**src/rtl/mmio_sdiv_pkg.sv**
```systemverilog
package mmio_sdiv_pkg;
  localparam int OFS_DIVIDEND = 'h00;
  localparam int OFS_DIVISOR  = 'h04;
  localparam int OFS_QUOT     = 'h08;
  localparam int OFS_REM      = 'h0C;
  localparam int OFS_STATUS   = 'h10;
  localparam int ZFLAG_BIT    = 1;
endpackage

```
**src/rtl/sdiv_core.sv**
```systemverilog
module sdiv_core #(
  parameter int DVD_W = 32,
  parameter int DVS_W = 16
) (
  input  logic             clk,
  input  logic             rst,
  input  logic             start,
  input  logic [DVD_W-1:0] dvd,
  input  logic [DVS_W-1:0] dvs,
  output logic             run,
  output logic             fin,
  output logic [DVD_W-1:0] quo,
  output logic [DVS_W-1:0] rem
);
  localparam int CNT_W = $clog2(DVD_W + 1);

  logic [CNT_W-1:0] cnt;
  logic [DVS_W-1:0] acc;
  logic [DVS_W-1:0] mag_b;
  logic [DVD_W-1:0] qsh;
  logic             neg_q, neg_r;

  logic [DVD_W-1:0] abs_a;
  logic [DVS_W-1:0] abs_b;
  logic [DVS_W:0]   trial, diff;
  logic             ge;
  logic [DVS_W-1:0] acc_nx;

  always_comb begin
    abs_a  = dvd[DVD_W-1] ? -dvd : dvd;
    abs_b  = dvs[DVS_W-1] ? -dvs : dvs;
    trial  = {acc, qsh[DVD_W-1]};
    ge     = trial >= {1'b0, mag_b};
    diff   = trial - {1'b0, mag_b};
    acc_nx = ge ? diff[DVS_W-1:0] : trial[DVS_W-1:0];
    fin    = run && (cnt == '0);
    quo    = neg_q ? -qsh : qsh;
    rem    = neg_r ? -acc : acc;
  end

  always_ff @(posedge clk) begin
    if (rst) begin
      run   <= 1'b0;
      cnt   <= '0;
      acc   <= '0;
      mag_b <= '0;
      qsh   <= '0;
      neg_q <= 1'b0;
      neg_r <= 1'b0;
    end else if (start) begin
      run   <= |dvs;
      cnt   <= CNT_W'(DVD_W);
      acc   <= '0;
      mag_b <= abs_b;
      qsh   <= abs_a;
      neg_q <= dvd[DVD_W-1] ^ dvs[DVS_W-1];
      neg_r <= dvd[DVD_W-1];
    end else if (run) begin
      if (cnt == '0) begin
        run <= 1'b0;
      end else begin
        acc <= acc_nx;
        qsh <= {qsh[DVD_W-2:0], ge};
        cnt <= cnt - 1'b1;
      end
    end
  end


  rem_bound_chk: assert property (@(posedge clk) disable iff (rst)
    fin |-> (acc < mag_b));


  run_ends_chk: assert property (@(posedge clk) disable iff (rst)
    (fin && !start) |=> !run);
endmodule

```
**src/rtl/sdiv_rdmux.sv**
```systemverilog
module sdiv_rdmux
  import mmio_sdiv_pkg::*;
#(
  parameter int ADDR_W = 5,
  parameter int DATA_W = 32,
  parameter int DVS_W  = 16
) (
  input  logic [ADDR_W-1:0] addr,
  input  logic [DATA_W-1:0] dvd,
  input  logic [DVS_W-1:0]  dvs,
  input  logic [DATA_W-1:0] quo,
  input  logic [DATA_W-1:0] rem,
  input  logic              zflag,
  output logic [DATA_W-1:0] rd
);
  always_comb begin
    rd = '0;
    if (addr == ADDR_W'(OFS_DIVIDEND))      rd = dvd;
    else if (addr == ADDR_W'(OFS_DIVISOR))  rd = {{(DATA_W-DVS_W){1'b0}}, dvs};
    else if (addr == ADDR_W'(OFS_QUOT))     rd = quo;
    else if (addr == ADDR_W'(OFS_REM))      rd = rem;
    else if (addr == ADDR_W'(OFS_STATUS))   rd[ZFLAG_BIT] = zflag;
  end
endmodule

```
**src/rtl/mmio_sdiv.sv**
```systemverilog
module mmio_sdiv
  import mmio_sdiv_pkg::*;
#(
  parameter int ADDR_W = 5,
  parameter int DATA_W = 32,
  parameter int DVS_W  = 16
) (
  input  logic              clk,
  input  logic              rst,
  input  logic [ADDR_W-1:0] bus_addr,
  input  logic              bus_we,
  input  logic [DATA_W-1:0] bus_wdata,
  output logic [DATA_W-1:0] bus_rdata,
  output logic              busy
);
  logic [DATA_W-1:0] dvd_q, quo_q, rem_q, rd_nx;
  logic [DVS_W-1:0]  dvs_q, core_rem;
  logic [DATA_W-1:0] core_quo;
  logic              zflag, core_fin, wr_dvd, wr_dvs;

  assign wr_dvd = bus_we && (bus_addr == ADDR_W'(OFS_DIVIDEND));
  assign wr_dvs = bus_we && (bus_addr == ADDR_W'(OFS_DIVISOR));

  sdiv_core #(.DVD_W(DATA_W), .DVS_W(DVS_W)) u_core (
    .clk   (clk),
    .rst   (rst),
    .start (wr_dvs),
    .dvd   (dvd_q),
    .dvs   (bus_wdata[DVS_W-1:0]),
    .run   (busy),
    .fin   (core_fin),
    .quo   (core_quo),
    .rem   (core_rem)
  );

  sdiv_rdmux #(.ADDR_W(ADDR_W), .DATA_W(DATA_W), .DVS_W(DVS_W)) u_rdmux (
    .addr  (bus_addr),
    .dvd   (dvd_q),
    .dvs   (dvs_q),
    .quo   (quo_q),
    .rem   (rem_q),
    .zflag (zflag),
    .rd    (rd_nx)
  );

  always_ff @(posedge clk) begin
    if (rst) begin
      dvd_q     <= '0;
      dvs_q     <= '0;
      quo_q     <= '0;
      rem_q     <= '0;
      zflag     <= 1'b0;
      bus_rdata <= '0;
    end else begin
      bus_rdata <= rd_nx;
      if (wr_dvd) dvd_q <= bus_wdata;
      if (wr_dvs) begin
        dvs_q <= bus_wdata[DVS_W-1:0];
        zflag <= ~|bus_wdata[DVS_W-1:0];
      end
      if (core_fin && !wr_dvs) begin
        quo_q <= core_quo;
        rem_q <= {{(DATA_W-DVS_W){core_rem[DVS_W-1]}}, core_rem};
      end
    end
  end


  zero_keep_chk: assert property (@(posedge clk) disable iff (rst)
    (wr_dvs && bus_wdata[DVS_W-1:0] == '0) |=> (!busy && $stable(quo_q) && $stable(rem_q)));


  pair_upd_chk: assert property (@(posedge clk) disable iff (rst)
    !core_fin |=> ($stable(quo_q) && $stable(rem_q)));


  zflag_hold_chk: assert property (@(posedge clk) disable iff (rst)
    !wr_dvs |=> $stable(zflag));


  rem_sext_chk: assert property (@(posedge clk) disable iff (rst)
    rem_q[DATA_W-1:DVS_W] == {(DATA_W-DVS_W){rem_q[DVS_W-1]}});


  start_busy_chk: assert property (@(posedge clk) disable iff (rst)
    (wr_dvs && bus_wdata[DVS_W-1:0] != '0) |=> busy);
endmodule

```
**config.mk**
```make
export PLATFORM = sky130hd
export DESIGN_NAME = mmio_sdiv
export DESIGN_NICKNAME = d
export VERILOG_FILES = /design/src/rtl/mmio_sdiv_pkg.sv /design/src/rtl/sdiv_core.sv /design/src/rtl/sdiv_rdmux.sv /design/src/rtl/mmio_sdiv.sv
export SDC_FILE = /design/constraint.sdc
export NUM_CORES = 1
export LEC_CHECK = 0
export BUFFER_PORTS_ARGS = -buffer_cell sky130_fd_sc_hd__buf_2
export CORE_MARGIN = 8
export CORE_UTILIZATION = 45
export DETAILED_ROUTE_END_ITERATION = 10
export HOLD_SLACK_MARGIN = 0.06
export PLACE_DENSITY = 0.6
export SLEW_MARGIN = 20
export SYNTH_ARGS = -nofsm -noshare
export SYNTH_HDL_FRONTEND = slang
export SYNTH_SLANG_ARGS = --single-unit
```
**constraint.sdc**
```tcl
create_clock -name clk -period 3.1 [get_ports clk]
set_input_delay 0.155 -clock clk [delete_from_list [all_inputs] [get_ports clk]]
set_output_delay 0.155 -clock clk [all_outputs]
set_load 0.02 [all_outputs]
```
==> summary.txt <==
GRT
  • Largest net degree at the start of global routing: 60
  • GRT overflow: 0
  • First-pass GRT wire length: 49.1 mm
  • Vias in the first global route: ~8700
  • Initial antenna violation count: 0
  • GRT Resource Usage Total: between 20% and 30%

Clock tree
  • CTS tree: built
  • Setup repair bufs after CTS: 0
  • Num Clock Sinks: roughly 200
  • Root buffer cell: clkbuf_16
  • PostCTS Resize Cnt: 0
  • Worst skew pair latency: approximately 0.5 ns
  • TritonCTS Buffers: 23
  • Clock Tree Buf Depth: 3
  • Worst-path clk slew: about 0.06 ns
  • H-tree levels: 1

Route
  • Drt pass-1 iters: 5
  • Routed WL: 30.5 mm
  • Avg WL per Cell: approximately 18 microns
  • DRT iter0 DRCs: between 900 and 1000
  • Post-DRT Antenna Nets: 0
  • Vias/cell: between 5 and 6
  • Vias: between 9000 and 10000
  • DRC: 0

Floorplan
  • Die area: 28200 sq um
  • Core footprint: between 20000 and 25000 sq um
  • Die H: about 170 microns
  • Die X: ~170 microns
  • I/O pin cnt: 73
  • Row count: 55
  • Initial Utilization: a little under half

Placed design
  • Placed Instance Area: 11100 sq um
  • Dpl hpwl: approximately 22 mm
  • Final GP Congestion: around 0.87
  • Port bufs: approximately 70

Final layout
  • Filler cell count: approximately 2100
  • Fraction of layout instances using a drive strength above 1: 12.0%
  • Nets: about 1500
  • Area Overhead vs Synth: 17.7%
  • Post-layout util: between 50% and 60%
  • Final Instance Area: between 10000 and 15000 sq um
  • Most common cell after layout, fill and taps aside: nand2_1
  • Most frequent cells in the layout: 226 x nand2_1, 201 x dfxtp_1, 131 x nor2_1

Timing
  • Rel. slew slack: 29.1%
  • Fmax: around 350 MHz
  • Layout Skew: about 0.016 ns
  • Slew @ Worst Pin: approximately 1.1 ns
  • RSZ-0062 raised after global routing: false
  • Hold slack: 0.0998 ns
  • Final setup TNS: 0 ns
  • Fin. Hold Viols: 0
  • Final Max Slew Viols: 0
  • Final setup viols: 0
  • Final period util: 91.7%
  • Minimum clock period after layout: between 2 and 3 ns

Worst setup path
  • Worst Path Required: ~3.5 ns
  • Cell family with most CP delay: simple AND/OR/NAND/NOR gates
  • Slowest stage cell, crit path: or4_1
  • CP Cell Sequence: or4_1 -> or3_1 -> or3_1 -> or4_1 -> o31ai_1 -> xor2_1 -> o22ai_1
  • Slowest Stage Delay on Critical Path: between 0.5 and 0.6 ns
  • Crit Path Category: register to register
  • Critical Path End Type: register
  • Startpoint Class: register
  • Critical path arrival: 3.21 ns
  • Crit-path max FO: 6
  • CP bufs+invs: 0

Pwr
  • P_leak: between 4 and 5 nW
  • Pwr Total: around 0.0058 W
  • Max VDD drop: around 0.36 mV
  • Power Density: roughly 470 nW/um^2

Hold path
  • Worst hold-check path type: primary input to register

Yosys
  • Register area share after synthesis: between 30% and 40%
  • Number of flops mapped to enable cells by yosys: 0
  • Mapped Nets: around 1400
  • Syn_area_per_cell: between 7 and 8 sq um
  • Yosys reg bits: 201
  • Mapped cell area: about 10000 sq um
  • Async SR Flop Fraction: 0%
  • Post-synthesis cell type count: 62
  • YS warnings: 0
  • Main synth FF type: dfxtp_1
  • Syn Inst Count: between 1000 and 1500

Run status
  • Status: complete, no violations

Run
  • Max-cap violations: 0
## metrics by stage
stage          setup slack [ns]  std cells
2_1_floorplan             0.441       1308
5_1_grt                  0.0600       1688
3_5_place_dp              0.308       1614
4_1_cts                   0.278       1688
3_3_place_gp              0.341       1614
6_report                  0.259       1689
## synth_stat cells (4+ instances only)
| cell type | n | area (sq um) |
|---|---|---|
| nor2_1 | 131 | 492 |
| nor4_1 | 10 | 62.6 |
| xnor2_1 | 35 | 307 |
| o31ai_1 | 21 | 158 |
| and3_1 | 9 | 56.3 |
| or4_1 | 11 | 82.6 |
| ha_1 | 22 | 275 |
| nand3_1 | 13 | 65.1 |
| nand4_1 | 4 | 25.0 |
| or3_1 | 12 | 75.1 |
| xor2_1 | 62 | 543 |
| nor3_1 | 13 | 65.1 |
| a22oi_1 | 31 | 233 |
| mux2i_1 | 30 | 300 |
| o22ai_1 | 7 | 43.8 |
| inv_1 | 36 | 135 |
| nand2b_1 | 9 | 56.3 |
| buf_1 | 8 | 30.0 |
| nand2_1 | 226 | 848 |
| a31oi_1 | 7 | 43.8 |
| clkbuf_1 | 84 | 315 |
| o21ai_0 | 61 | 305 |
| o41ai_1 | 13 | 114 |
| nor2b_1 | 4 | 25.0 |
| a311oi_1 | 23 | 201 |
| a211oi_1 | 64 | 480 |
| a21oi_1 | 103 | 515 |
| o21a_1 | 4 | 30.0 |
| a21o_1 | 10 | 75.1 |
| dfxtp_1 | 201 | 4020 |
## metal layers
metal / global-route usage, % / share of wire, %
met5: 0 / 0
met4: 3.80 / 1.6
met3: 4.07 / 7.6
met2: 30.3 / 41
met1: 32.4 / 50
## state kept, by name, indices dropped and copies added, names as in the netlist
signal	cells
dvd_q	32
bus_rdata	32
rem_q	16
u_core.cnt	6
u_core.acc	16
u_core.run	1
u_core.neg_r	1
quo_q	32
dvs_q	16
u_core.qsh	32
u_core.neg_q	1
zflag	1
u_core.mag_b	15
## kinds of logic (layout without fill, tap and decap cells)
group / after synthesis / count (layout) / synth area share, %
fa+ha+maj: 23 / 23 / 2.84
mux: 31 / 31 / 3.00
compound gates: 369 / 369 / 23.4
buf+inv: 129 / 224 / 4.73
other cells: 0 / 1 / 0
flops: 201 / 201 / 38.7
xor+xnor: 97 / 97 / 8.18
simple gates: 458 / 458 / 19.1
## worst reg2reg max path, cell delays in order (launching register included)
cell     delay, ns
dfxtp_1       0.37
or4_1         0.57
or3_1         0.39
or3_1         0.38
or4_1         0.47
o31ai_1       0.28
xor2_1        0.17
o22ai_1       0.07
## power breakdown
group	switching [W]	internal [W]
Sequential	0.0000170	0.00260
Clock	0.00108	0.00169
Combinational	0.000246	0.000157
Total	0.00134	0.00445
## repair_timing
| action | in CTS | in global routing |
|---|---|---|
| hold buffers | 33 | 0 |
| hold endpoints to repair | 49 | 0 |
| setup endpoints to repair | 0 | 0 |
## worst paths after layout
kind                                              from                           to  slack (ns)  depth (start not counted)
worst min-delay path                     bus_wdata[15]       dvs_q[15]$_SDFFE_PP0P_         0.1                          3
worst max register to register  dvd_q[19]$_SDFFE_PP0P_  u_core.qsh[30]$_SDFFE_PP0P_        0.26                          7
worst max-delay path            dvd_q[19]$_SDFFE_PP0P_  u_core.qsh[30]$_SDFFE_PP0P_        0.26                          7
worst min register to register   dvs_q[3]$_SDFFE_PP0P_        dvs_q[3]$_SDFFE_PP0P_        0.45                          2
## cell type report
type | instances | area [sq um] | share of cell area [%]
Multi-Input combinational cell | 978 | 5890 | 48.2
Sequential cell | 201 | 4020 | 32.9
Timing Repair Buffer | 147 | 1030 | 8.46
Clock buffer | 33 | 683 | 5.59
Tap cell | 285 | 357 | 2.92
Inverter | 36 | 135 | 1.11
Clock inverter | 8 | 97.6 | 0.798
Antenna cell | 1 | 2.50 | 0.0205
No activity file was read; power rests on OpenSTA's default activity.
